[src/rtl/xcvr_pkg.sv]
// Package: shared widths and the per-lane control bundle for the
// dual-direction latched transceiver. Assumes lanes are whole bytes.
package xcvr_pkg;
    localparam int LANE_W  = 8;
    localparam int N_LANES = 2;
    localparam int BUS_W   = LANE_W * N_LANES;

    // Active-low controls of one lane in one direction.
    typedef struct packed {
        logic ce_n;
        logic le_n;
        logic oe_n;
    } lane_ctl_t;
endpackage

[src/rtl/xcvr_latch_lane.sv]
// Module: one byte lane of one direction. Emulates a level-sensitive latch.
// The output is the input while transparent and the stored copy otherwise.
// The copy loads at each rising clock edge while transparent.
// Assumes inputs are steady around the clock edge.
module xcvr_latch_lane
    import xcvr_pkg::*;
#(
    parameter int W = LANE_W
) (
    input  logic         clk,
    input  logic         rst_n,
    input  logic [W-1:0] d,
    input  lane_ctl_t    ctl,
    output logic [W-1:0] q,
    output logic [W-1:0] q_oe
);
    logic         hold;
    logic         drive;
    logic [W-1:0] store_q;

    // Purpose: the lane holds when either the chip or the latch enable is high.
    always_comb hold = ctl.ce_n | ctl.le_n;

    // Purpose: the pads drive only while chip and output enable are both low.
    always_comb drive = ~ctl.ce_n & ~ctl.oe_n;

    // Purpose: stored copy, cleared by reset, loaded while transparent.
    always_ff @(posedge clk) begin
        if (!rst_n)
            store_q <= '0;
        else if (!hold)
            store_q <= d;
    end

    // Purpose: latch output is the flow-through data or the held copy.
    always_comb q = hold ? store_q : d;

    // Purpose: replicate the lane drive enable across all bits.
    always_comb q_oe = {W{drive}};

    // a transparent cycle loads the input seen at that edge
    assert_capture_R4: assert property (@(posedge clk) disable iff (!rst_n)
        (!ctl.ce_n && !ctl.le_n) |=> (store_q == $past(d)));

    // latch enable high keeps the copy
    assert_le_hold_R3: assert property (@(posedge clk) disable iff (!rst_n)
        ctl.le_n |=> $stable(store_q));

    // chip enable high keeps the copy
    assert_ce_hold_R2: assert property (@(posedge clk) disable iff (!rst_n)
        ctl.ce_n |=> $stable(store_q));

    // a reset edge leaves the copy at zero
    assert_reset_clear_R10: assert property (@(posedge clk)
        !rst_n |=> (store_q == '0));

    // while holding, the output presents the copy
    assert_present_R11: assert property (@(posedge clk) disable iff (!rst_n)
        ctl.le_n |-> (q == store_q));
endmodule

[src/rtl/xcvr_dir_bank.sv]
// Module: all byte lanes of one transfer direction. Splits the bus into
// lanes, gives each lane its own control bundle and reassembles the outputs.
// Assumes control index i governs bits [i*LW +: LW].
module xcvr_dir_bank
    import xcvr_pkg::*;
#(
    parameter int LW = LANE_W,
    parameter int NL = N_LANES,
    localparam int BW = LW * NL
) (
    input  logic          clk,
    input  logic          rst_n,
    input  logic [BW-1:0] d,
    input  logic [NL-1:0] ce_n,
    input  logic [NL-1:0] le_n,
    input  logic [NL-1:0] oe_n,
    output logic [BW-1:0] q,
    output logic [BW-1:0] q_oe
);
    for (genvar i = 0; i < NL; i++) begin : g_lane
        lane_ctl_t ctl;

        // Purpose: gather this lane's three controls into one bundle.
        always_comb ctl = '{ce_n: ce_n[i], le_n: le_n[i], oe_n: oe_n[i]};

        xcvr_latch_lane #(.W(LW)) u_lane (
            .clk  (clk),
            .rst_n(rst_n),
            .d    (d[i*LW +: LW]),
            .ctl  (ctl),
            .q    (q[i*LW +: LW]),
            .q_oe (q_oe[i*LW +: LW])
        );

        // chip enable high floats every bit of the lane
        assert_ce_float_R2: assert property (@(posedge clk) disable iff (!rst_n)
            ce_n[i] |-> (q_oe[i*LW +: LW] == '0));

        // output enable high floats every bit of the lane
        assert_oe_float_R6: assert property (@(posedge clk) disable iff (!rst_n)
            oe_n[i] |-> (q_oe[i*LW +: LW] == '0));

        // both enables low drive all bits of the lane
        assert_drive_all_R7: assert property (@(posedge clk) disable iff (!rst_n)
            (!ce_n[i] && !oe_n[i]) |-> ($countones(q_oe[i*LW +: LW]) == LW));

        // transparent lane passes its input straight through
        assert_flow_R4: assert property (@(posedge clk) disable iff (!rst_n)
            (!ce_n[i] && !le_n[i]) |-> (q[i*LW +: LW] == d[i*LW +: LW]));
    end
endmodule

[src/rtl/dual_latch_xcvr.sv]
// Module: top of the dual-direction latched transceiver. Holds one bank for
// A-to-B and one for B-to-A. The pads are left to a wrapper that combines
// each out/oe pair with the matching input vector.
module dual_latch_xcvr
    import xcvr_pkg::*;
(
    input  logic               clk,
    input  logic               rst_n,
    input  logic [BUS_W-1:0]   a_in,
    input  logic [BUS_W-1:0]   b_in,
    input  logic [N_LANES-1:0] ab_ce_n,
    input  logic [N_LANES-1:0] ab_le_n,
    input  logic [N_LANES-1:0] ab_oe_n,
    input  logic [N_LANES-1:0] ba_ce_n,
    input  logic [N_LANES-1:0] ba_le_n,
    input  logic [N_LANES-1:0] ba_oe_n,
    output logic [BUS_W-1:0]   a_out,
    output logic [BUS_W-1:0]   a_oe,
    output logic [BUS_W-1:0]   b_out,
    output logic [BUS_W-1:0]   b_oe
);
    // A-side data stored for the B port
    xcvr_dir_bank #(.LW(LANE_W), .NL(N_LANES)) u_ab (
        .clk  (clk),
        .rst_n(rst_n),
        .d    (a_in),
        .ce_n (ab_ce_n),
        .le_n (ab_le_n),
        .oe_n (ab_oe_n),
        .q    (b_out),
        .q_oe (b_oe)
    );

    // B-side data stored for the A port
    xcvr_dir_bank #(.LW(LANE_W), .NL(N_LANES)) u_ba (
        .clk  (clk),
        .rst_n(rst_n),
        .d    (b_in),
        .ce_n (ba_ce_n),
        .le_n (ba_le_n),
        .oe_n (ba_oe_n),
        .q    (a_out),
        .q_oe (a_oe)
    );

    // a held A-to-B byte is untouched by B-side traffic
    assert_bank_isolation_R1: assert property (@(posedge clk) disable iff (!rst_n)
        (ab_le_n[0] && $past(ab_le_n[0]) && rst_n && $past(rst_n))
            |-> $stable(b_out[LANE_W-1:0]));
endmodule

[config.mk]
export PLATFORM = sky130hd
export DESIGN_NAME = dual_latch_xcvr
export DESIGN_NICKNAME = d
export VERILOG_FILES = /design/src/rtl/xcvr_pkg.sv /design/src/rtl/xcvr_latch_lane.sv /design/src/rtl/xcvr_dir_bank.sv /design/src/rtl/dual_latch_xcvr.sv
export SDC_FILE = /design/constraint.sdc
export NUM_CORES = 1
export LEC_CHECK = 0
export ABC_AREA = 0
export BUFFER_PORTS_ARGS = -buffer_cell sky130_fd_sc_hd__clkbuf_2
export CELL_PAD_IN_SITES_DETAIL_PLACEMENT = 0
export CELL_PAD_IN_SITES_GLOBAL_PLACEMENT = 1
export CORE_MARGIN = 4
export CORE_UTILIZATION = 32
export CTS_BUF_LIST = sky130_fd_sc_hd__clkbuf_4 sky130_fd_sc_hd__clkbuf_8 sky130_fd_sc_hd__clkbuf_16
export DETAILED_ROUTE_END_ITERATION = 8
export HOLD_SLACK_MARGIN = 0.08
export PLACE_DENSITY = 0.8
export SLEW_MARGIN = 20
export SYNTH_ARGS = -nofsm -noshare
export SYNTH_HDL_FRONTEND = slang
export SYNTH_SLANG_ARGS = --single-unit
[constraint.sdc]
create_clock -name clk -period 1.99 [get_ports clk]
set_input_delay 0.597 -clock clk [delete_from_list [all_inputs] [get_ports clk]]
set_output_delay 0.597 -clock clk [all_outputs]
set_load 0.05 [all_outputs]
==> flow_metrics.env, run 1 <==
export IMPL_status="finished with violations"
export IMPL_violations="setup timing"
export IMPL_vdd_ir_drop_max_mv=0.292
export IMPL_syn_area_per_cell_um2=9.44
export IMPL_final_common_cell="clkbuf_2"
export IMPL_crit_path_start_kind="input pin"
export IMPL_clkSinkCount=32
export IMPL_drt_pass1_iter_count=4
export IMPL_synth_seq_cells=32
export IMPL_clk_latency_ns=0.27
export IMPL_fin_skew_ns=0
export IMPL_hp_class="reg -> reg"
export IMPL_crit_path_end="b_out[1]"
export IMPL_cpMaxStageDelayCell="mux2_4"
export IMPL_max_freq_mhz=475
export IMPL_timing_rr_end="u_ba.g_lane[0].u_lane.store_q[5]$_SDFF_PN0_"
export IMPL_final_antenna_net_count=0
export IMPL_rows=28
export IMPL_layout_common_cells="clkbuf_2 (71), nand2_1 (64), buf_8 (34)"
export IMPL_nets=368
export IMPL_worstSetupStartpoint="ab_ce_n[0]"
export IMPL_rsz0062_at_grt="yes"
export IMPL_timing_critical_path_mode_cell="buf_8"
export IMPL_cp_required_ns=1.39
export IMPL_wl_per_cell_um=11.8
export IMPL_clock_root_buffer="clkbuf_8"
export IMPL_fin_ws_ns=-0.116
export IMPL_fin_crit_ns=2.11
export IMPL_vias_per_cell=4.44
export IMPL_die_y_um=86.9
export IMPL_synth_fp_nets=257
export IMPL_via_count=1762
export IMPL_rr_worst_depth=2
export IMPL_worst_slew_pin_slew_ns=0.280
export IMPL_finalWirelength_mm=4.70
export IMPL_cts_tree="done"
export IMPL_power_leakage_nw=1.58
export IMPL_ys_types=11
export IMPL_pwr_share_clk_pct=23.6
export IMPL_path_depth=5
export IMPL_power_switching_mw=0.727
export IMPL_gr_total_overflow=0
export IMPL_clk_pin_slew_ns=0.06
export IMPL_drt_iter0_markers=31
export IMPL_crit_buf_inv=3
export IMPL_path_cells="buf_8, nor2_4, clkbuf_16, mux2_4, buf_8"
export IMPL_drive_above_1_share_pct=59.0
export IMPL_internal_power_mw=1.30
export IMPL_cap_violations=0
export IMPL_grt_start_max_net_pins=65
export IMPL_setup_violations=31
export IMPL_crit_reg2reg_launch="u_ba.g_lane[0].u_lane.store_q[5]$_SDFF_PN0_"
export IMPL_critPathCaptureType="output port"
export IMPL_io_pins=110
export IMPL_cts_max_level=2
export IMPL_timing_hold_ws_ns=0.457
export IMPL_swShare_pct=35.9
export IMPL_power_frac_seq_pct=34.2
export IMPL_slew_violations=0
export IMPL_die_area_um2=7550
export IMPL_grt_pass1_vias=1681
export IMPL_portBuffers=109
export IMPL_reg2reg_slack_ns=1.37
export IMPL_synthesis_yosys_warnings=0
export IMPL_timing_hold_violations_final=0
export IMPL_power_density_nw_per_um2=630
export IMPL_worstPathArrival_ns=1.51
export IMPL_n_antenna_cell=0
export IMPL_core_area_um2=5990
export IMPL_drc=0
export IMPL_max_clock_path_buffers=2
export IMPL_grt_use_total_pct=12.2
export IMPL_finalCritPeriodShare_pct=106
export IMPL_syn_instance_count=211
export IMPL_syn2layout_area_growth_pct=61.4
export IMPL_antenna_found_initial=0
export IMPL_cp_top_family="buffers and inverters"
export IMPL_total_power_mw=2.02
export IMPL_crit_type="in -> out"
export IMPL_cp_slowest_stage_delay_ns=0.30
export IMPL_grt_pass1_wl_mm=7.30
export IMPL_ys_seq_area_share_pct=32.2
export IMPL_cts_hold_buf=0
export IMPL_netlist_area_um2=1990
export IMPL_postLayoutCoreUtil_pct=53.7
export IMPL_initial_core_util_pct=33.2
export IMPL_max_slew_margin_pct=81.4
export IMPL_dp_hpwl_mm=3.07
export IMPL_worstPathMaxFanout=5
export IMPL_die_w_um=86.9
export IMPL_gp_congestion=0.659
export IMPL_nFillCells=524
export IMPL_cts_made_buffers=5
export IMPL_p_comb_share_pct=42.2
-- synth_stat cells --
master | count | area, um^2
mux2_2 | 24 | 270
mux2i_1 | 32 | 320
buf_4 | 32 | 240
mux2_4 | 8 | 120
buf_8 | 3 | 45.0
buf_2 | 7 | 35.0
nand2_1 | 64 | 240
dfxtp_1 | 32 | 641
nor2_4 | 4 | 45.0
nor2_1 | 4 | 15.0
buf_12 | 1 | 20.0
-- worst min-delay path, delay by kind of cell, from the launching register on --
kind	cells	cell delay, ns
flops	1	0.31
simple gates	1	0.05
mux	1	0.05
-- stage by stage --
stage | setup TNS (ns) | cells | instance area (um^2) | setup WS [ns]
finish | -1.50 | 397 | 3210 | -0.116
global route | -2.40 | 397 | 3210 | -0.149
CTS | -2.18 | 392 | 3060 | -0.107
detailed placement | -4.56 | 374 | 2520 | -0.167
global placement | -4.50 | 374 | 2520 | -0.161
floorplan | 0 | 211 | 1990 | 0.0585
-- how the worst min path moves through the flow --
stage	from	endpoint	cells past startpoint
6_report	u_ab.g_lane[1].u_lane.store_q[6]$_SDFF_PN0_	u_ab.g_lane[1].u_lane.store_q[6]$_SDFF_PN0_	2
5_1_grt	u_ab.g_lane[1].u_lane.store_q[5]$_SDFF_PN0_	u_ab.g_lane[1].u_lane.store_q[5]$_SDFF_PN0_	2
4_1_cts	u_ab.g_lane[1].u_lane.store_q[6]$_SDFF_PN0_	u_ab.g_lane[1].u_lane.store_q[6]$_SDFF_PN0_	2
3_5_place_dp	u_ba.g_lane[1].u_lane.store_q[0]$_SDFF_PN0_	u_ba.g_lane[1].u_lane.store_q[0]$_SDFF_PN0_	2
3_3_place_gp	u_ba.g_lane[1].u_lane.store_q[3]$_SDFF_PN0_	u_ba.g_lane[1].u_lane.store_q[3]$_SDFF_PN0_	2
2_1_floorplan	u_ab.g_lane[0].u_lane.store_q[0]$_SDFF_PN0_	u_ab.g_lane[0].u_lane.store_q[0]$_SDFF_PN0_	2
-- state kept, by name, indices dropped and copies added (netlist names) --
signal / cells
u_ab.g_lane.u_lane.store_q: 16
u_ba.g_lane.u_lane.store_q: 16
-- cell families (layout without fill, tap and decap cells) --
family | count (synthesis) | count (layout) | share of synthesized area, %
buffers and inverters | 43 | 154 | 17.1
AND/OR/NAND/NOR | 72 | 72 | 15.1
flip-flops | 32 | 32 | 32.2
multiplexers | 64 | 64 | 35.7
-- power groups by stage --
stage	Combinational, mW	Sequential (mW)	Clock [mW]
after floorplan	0.535	0.699	0
after global placement	0.658	0.704	0
after detailed placement	0.664	0.704	0
after CTS	0.792	0.691	0.504
after global routing	0.897	0.695	0.536
final	0.854	0.692	0.479
-- final cells by class --
cell class | instances | area [um^2] | share of cell area [%]
multi-input cells | 136 | 1100 | 34.3
flip-flops and latches | 32 | 641 | 19.9
well taps | 75 | 93.8 | 2.92
clock buffers | 6 | 76.3 | 2.37
clock inverters | 1 | 5.00 | 0.156
repair buffers | 147 | 1300 | 40.4
-- per-layer routing --
metal / global-route usage (%) / wire length, um / vias up
li1: - / - / 878
met1: 14.2 / 1840 / 794
met2: 19.9 / 2320 / 80
met3: 4.35 / 431 / 10
met4: 5.24 / 114 / 0
met5: 0 / 0 / -
-- timing repair --
action,CTS,global route
cloned,0,1
pin swaps,1,2
gates resized for setup,85,48
endpoints found under the setup margin,32,32
setup buffers,11,4
Power figures use the tool's default switching activity.
==> run 2: changes to the inputs <==
Settings changed: CORE_MARGIN 4 to 10.
==> run 2 against run 1 <==
  * The flow still finishes with violations (setup timing)
  * Critical endpoint is now a_out[14]
  * Utilization is 3.6 points higher
  * Highest routed layer unchanged
  * Largest power group unchanged
  * Maximum frequency increased by 0.32%
  * Critical path depth unchanged
  * Setup slack better by 0.0066 ns
  * Die area is 30% higher
  * Routed wire length increased by 18%
  * Design area increased by 6.7%
==> flow_metrics.env, run 2 (synthesis gave the netlist of run 1 again) <==
export IMPL_status="finished with violations"
export IMPL_violations="setup timing"
export IMPL_power_density_nw_per_um2=622
export IMPL_path_depth=5
export IMPL_rsz0062_at_grt="yes"
export IMPL_gr_total_overflow=0
export IMPL_critPathCaptureType="output port"
export IMPL_p_comb_share_pct=42.5
export IMPL_fin_skew_ns=0
export IMPL_initial_core_util_pct=33.2
export IMPL_layoutNonFillerInstCount=405
export IMPL_nFillCells=517
export IMPL_finalWirelength_mm=5.53
export IMPL_nets=375
export IMPL_crit_reg2reg_launch="u_ba.g_lane[1].u_lane.store_q[3]$_SDFF_PN0_"
export IMPL_layout_common_cells="nand2_1 (64), clkbuf_2 (64), buf_4 (35)"
export IMPL_crit_path_end="a_out[14]"
export IMPL_dp_hpwl_mm=3.73
export IMPL_top_regs="u_ab.g_lane.u_lane.store_q (16), u_ba.g_lane.u_lane.store_q (16)"
export IMPL_fin_ws_ns=-0.109
export IMPL_multi_input_area_um2=1100
export IMPL_cts_made_buffers=5
export IMPL_internal_power_mw=1.39
export IMPL_portBuffers=109
export IMPL_worstSetupStartpoint="ba_ce_n[1]"
export IMPL_worstPathMaxFanout=4
export IMPL_cp_required_ns=1.39
export IMPL_die_w_um=98.9
export IMPL_worstPathArrival_ns=1.50
export IMPL_grt_pass1_wl_mm=7.85
export IMPL_fin_crit_ns=2.10
export IMPL_rr_worst_depth=2
export IMPL_die_area_um2=9780
export IMPL_timing_rr_end="u_ba.g_lane[1].u_lane.store_q[3]$_SDFF_PN0_"
export IMPL_cp_top_family="buffers and inverters"
export IMPL_path_cells="buf_6, nor2_4, clkbuf_16, mux2_4, buf_8"
export IMPL_via_count=1778
export IMPL_dp_cells=375
export IMPL_power_switching_mw=0.740
export IMPL_max_slew_margin_pct=81.2
export IMPL_wl_per_cell_um=13.6
export IMPL_vdd_ir_drop_max_mv=0.327
export IMPL_reg2reg_slack_ns=1.38
export IMPL_max_clock_path_buffers=2
export IMPL_timing_hold_violations_final=0
export IMPL_clkSinkCount=32
export IMPL_swShare_pct=34.7
export IMPL_clk_latency_ns=0.27
export IMPL_hp_class="reg -> reg"
export IMPL_syn2layout_area_growth_pct=72.1
export IMPL_slew_violations=0
export IMPL_final_antenna_net_count=0
export IMPL_seqCellArea_um2=641
export IMPL_total_power_mw=2.13
export IMPL_gp_congestion=0.638
export IMPL_clock_root_buffer="clkbuf_8"
export IMPL_power_leakage_nw=1.67
export IMPL_cpMaxStageDelayCell="mux2_4"
export IMPL_io_pins=110
export IMPL_drive_above_1_share_pct=60.0
export IMPL_drc=0
export IMPL_pwr_share_clk_pct=25.2
export IMPL_core_area_um2=5990
export IMPL_cp_slowest_stage_delay_ns=0.30
export IMPL_postLayoutCoreUtil_pct=57.2
export IMPL_n_antenna_cell=0
export IMPL_worst_slew_pin_slew_ns=0.283
export IMPL_grt_use_total_pct=9.31
export IMPL_crit_path_start_kind="input pin"
export IMPL_crit_type="in -> out"
export IMPL_die_y_um=98.9
export IMPL_setup_violations=32
export IMPL_crit_buf_inv=3
export IMPL_max_freq_mhz=476
export IMPL_clk_pin_slew_ns=0.06
export IMPL_antenna_found_initial=0
export IMPL_grt_pass1_vias=1715
export IMPL_vias_per_cell=4.39
export IMPL_drt_pass1_iter_count=4
export IMPL_cts_max_level=2
export IMPL_finalCritPeriodShare_pct=105
export IMPL_grt_start_max_net_pins=65
export IMPL_rows=28
export IMPL_drt_iter0_markers=15
export IMPL_power_frac_seq_pct=32.4
export IMPL_cap_violations=0
export IMPL_cts_tree="done"
export IMPL_timing_hold_ws_ns=0.457
## run 2: what timing repair did
item / 4_1_cts / 5_1_grt
resized for setup: 66 / 70
endpoints found under the hold margin: 0 / 0
setup buffers: 4 / 14
hold buffers: 0 / 0
pin swaps: 0 / 4
cloned: 0 / 4
endpoints found under the setup margin: 32 / 32
## run 2: worst reg2reg max path, stage by stage (launching register included)
cell and delay [ns]:
dfxtp_1 0.34, nand2_1 0.05, mux2i_1 0.14
## run 2: worst min path at each step
stage                                                           start                                          end  slack (ns)  cells past startpoint
after detailed placement  u_ba.g_lane[1].u_lane.store_q[2]$_SDFF_PN0_  u_ba.g_lane[1].u_lane.store_q[2]$_SDFF_PN0_        0.45                      2
after global placement    u_ab.g_lane[1].u_lane.store_q[3]$_SDFF_PN0_  u_ab.g_lane[1].u_lane.store_q[3]$_SDFF_PN0_        0.44                      2
after floorplan           u_ab.g_lane[0].u_lane.store_q[0]$_SDFF_PN0_  u_ab.g_lane[0].u_lane.store_q[0]$_SDFF_PN0_        0.43                      2
after CTS                 u_ba.g_lane[1].u_lane.store_q[1]$_SDFF_PN0_  u_ba.g_lane[1].u_lane.store_q[1]$_SDFF_PN0_        0.46                      2
after global routing      u_ab.g_lane[1].u_lane.store_q[6]$_SDFF_PN0_  u_ab.g_lane[1].u_lane.store_q[6]$_SDFF_PN0_        0.47                      2
final                     u_ab.g_lane[1].u_lane.store_q[6]$_SDFF_PN0_  u_ab.g_lane[1].u_lane.store_q[6]$_SDFF_PN0_        0.46                      2
## run 2: per-stage QoR
| stage | setup TNS (ns) | worst slack, ns | cell area [um^2] |
|---|---|---|---|
| after floorplan | 0 | 0.0585 | 1990 |
| after global placement | -4.54 | -0.158 | 2650 |
| after detailed placement | -4.67 | -0.168 | 2650 |
| after CTS | -2.93 | -0.113 | 3060 |
| after global routing | -3.43 | -0.130 | 3430 |
| final | -2.64 | -0.109 | 3430 |
## run 2: metal layers
metal | wire [um] | GRT usage, % | vias to the layer above
met4 | 29 | 1.32 | 0
met1 | 2160 | 9.53 | 804
met5 | 0 | 0 | -
li1 | - | - | 895
met2 | 2670 | 15.3 | 76
met3 | 665 | 6.91 | 3
## run 2: area by class of cell
cell class,count,share of cell area (%)
clock buffer,8,2.85
sequential,32,18.7
tap,75,2.74
timing repair buffer,154,43.6
multi-input combinational,136,32.1
## run 2: power groups by stage
| stage | Combinational (mW) | Clock (mW) | Sequential, mW |
|---|---|---|---|
| 2_1_floorplan | 0.535 | 0 | 0.699 |
| 3_3_place_gp | 0.697 | 0 | 0.703 |
| 3_5_place_dp | 0.704 | 0 | 0.703 |
| 4_1_cts | 0.797 | 0.570 | 0.689 |
| 5_1_grt | 0.951 | 0.599 | 0.694 |
| 6_report | 0.906 | 0.537 | 0.691 |
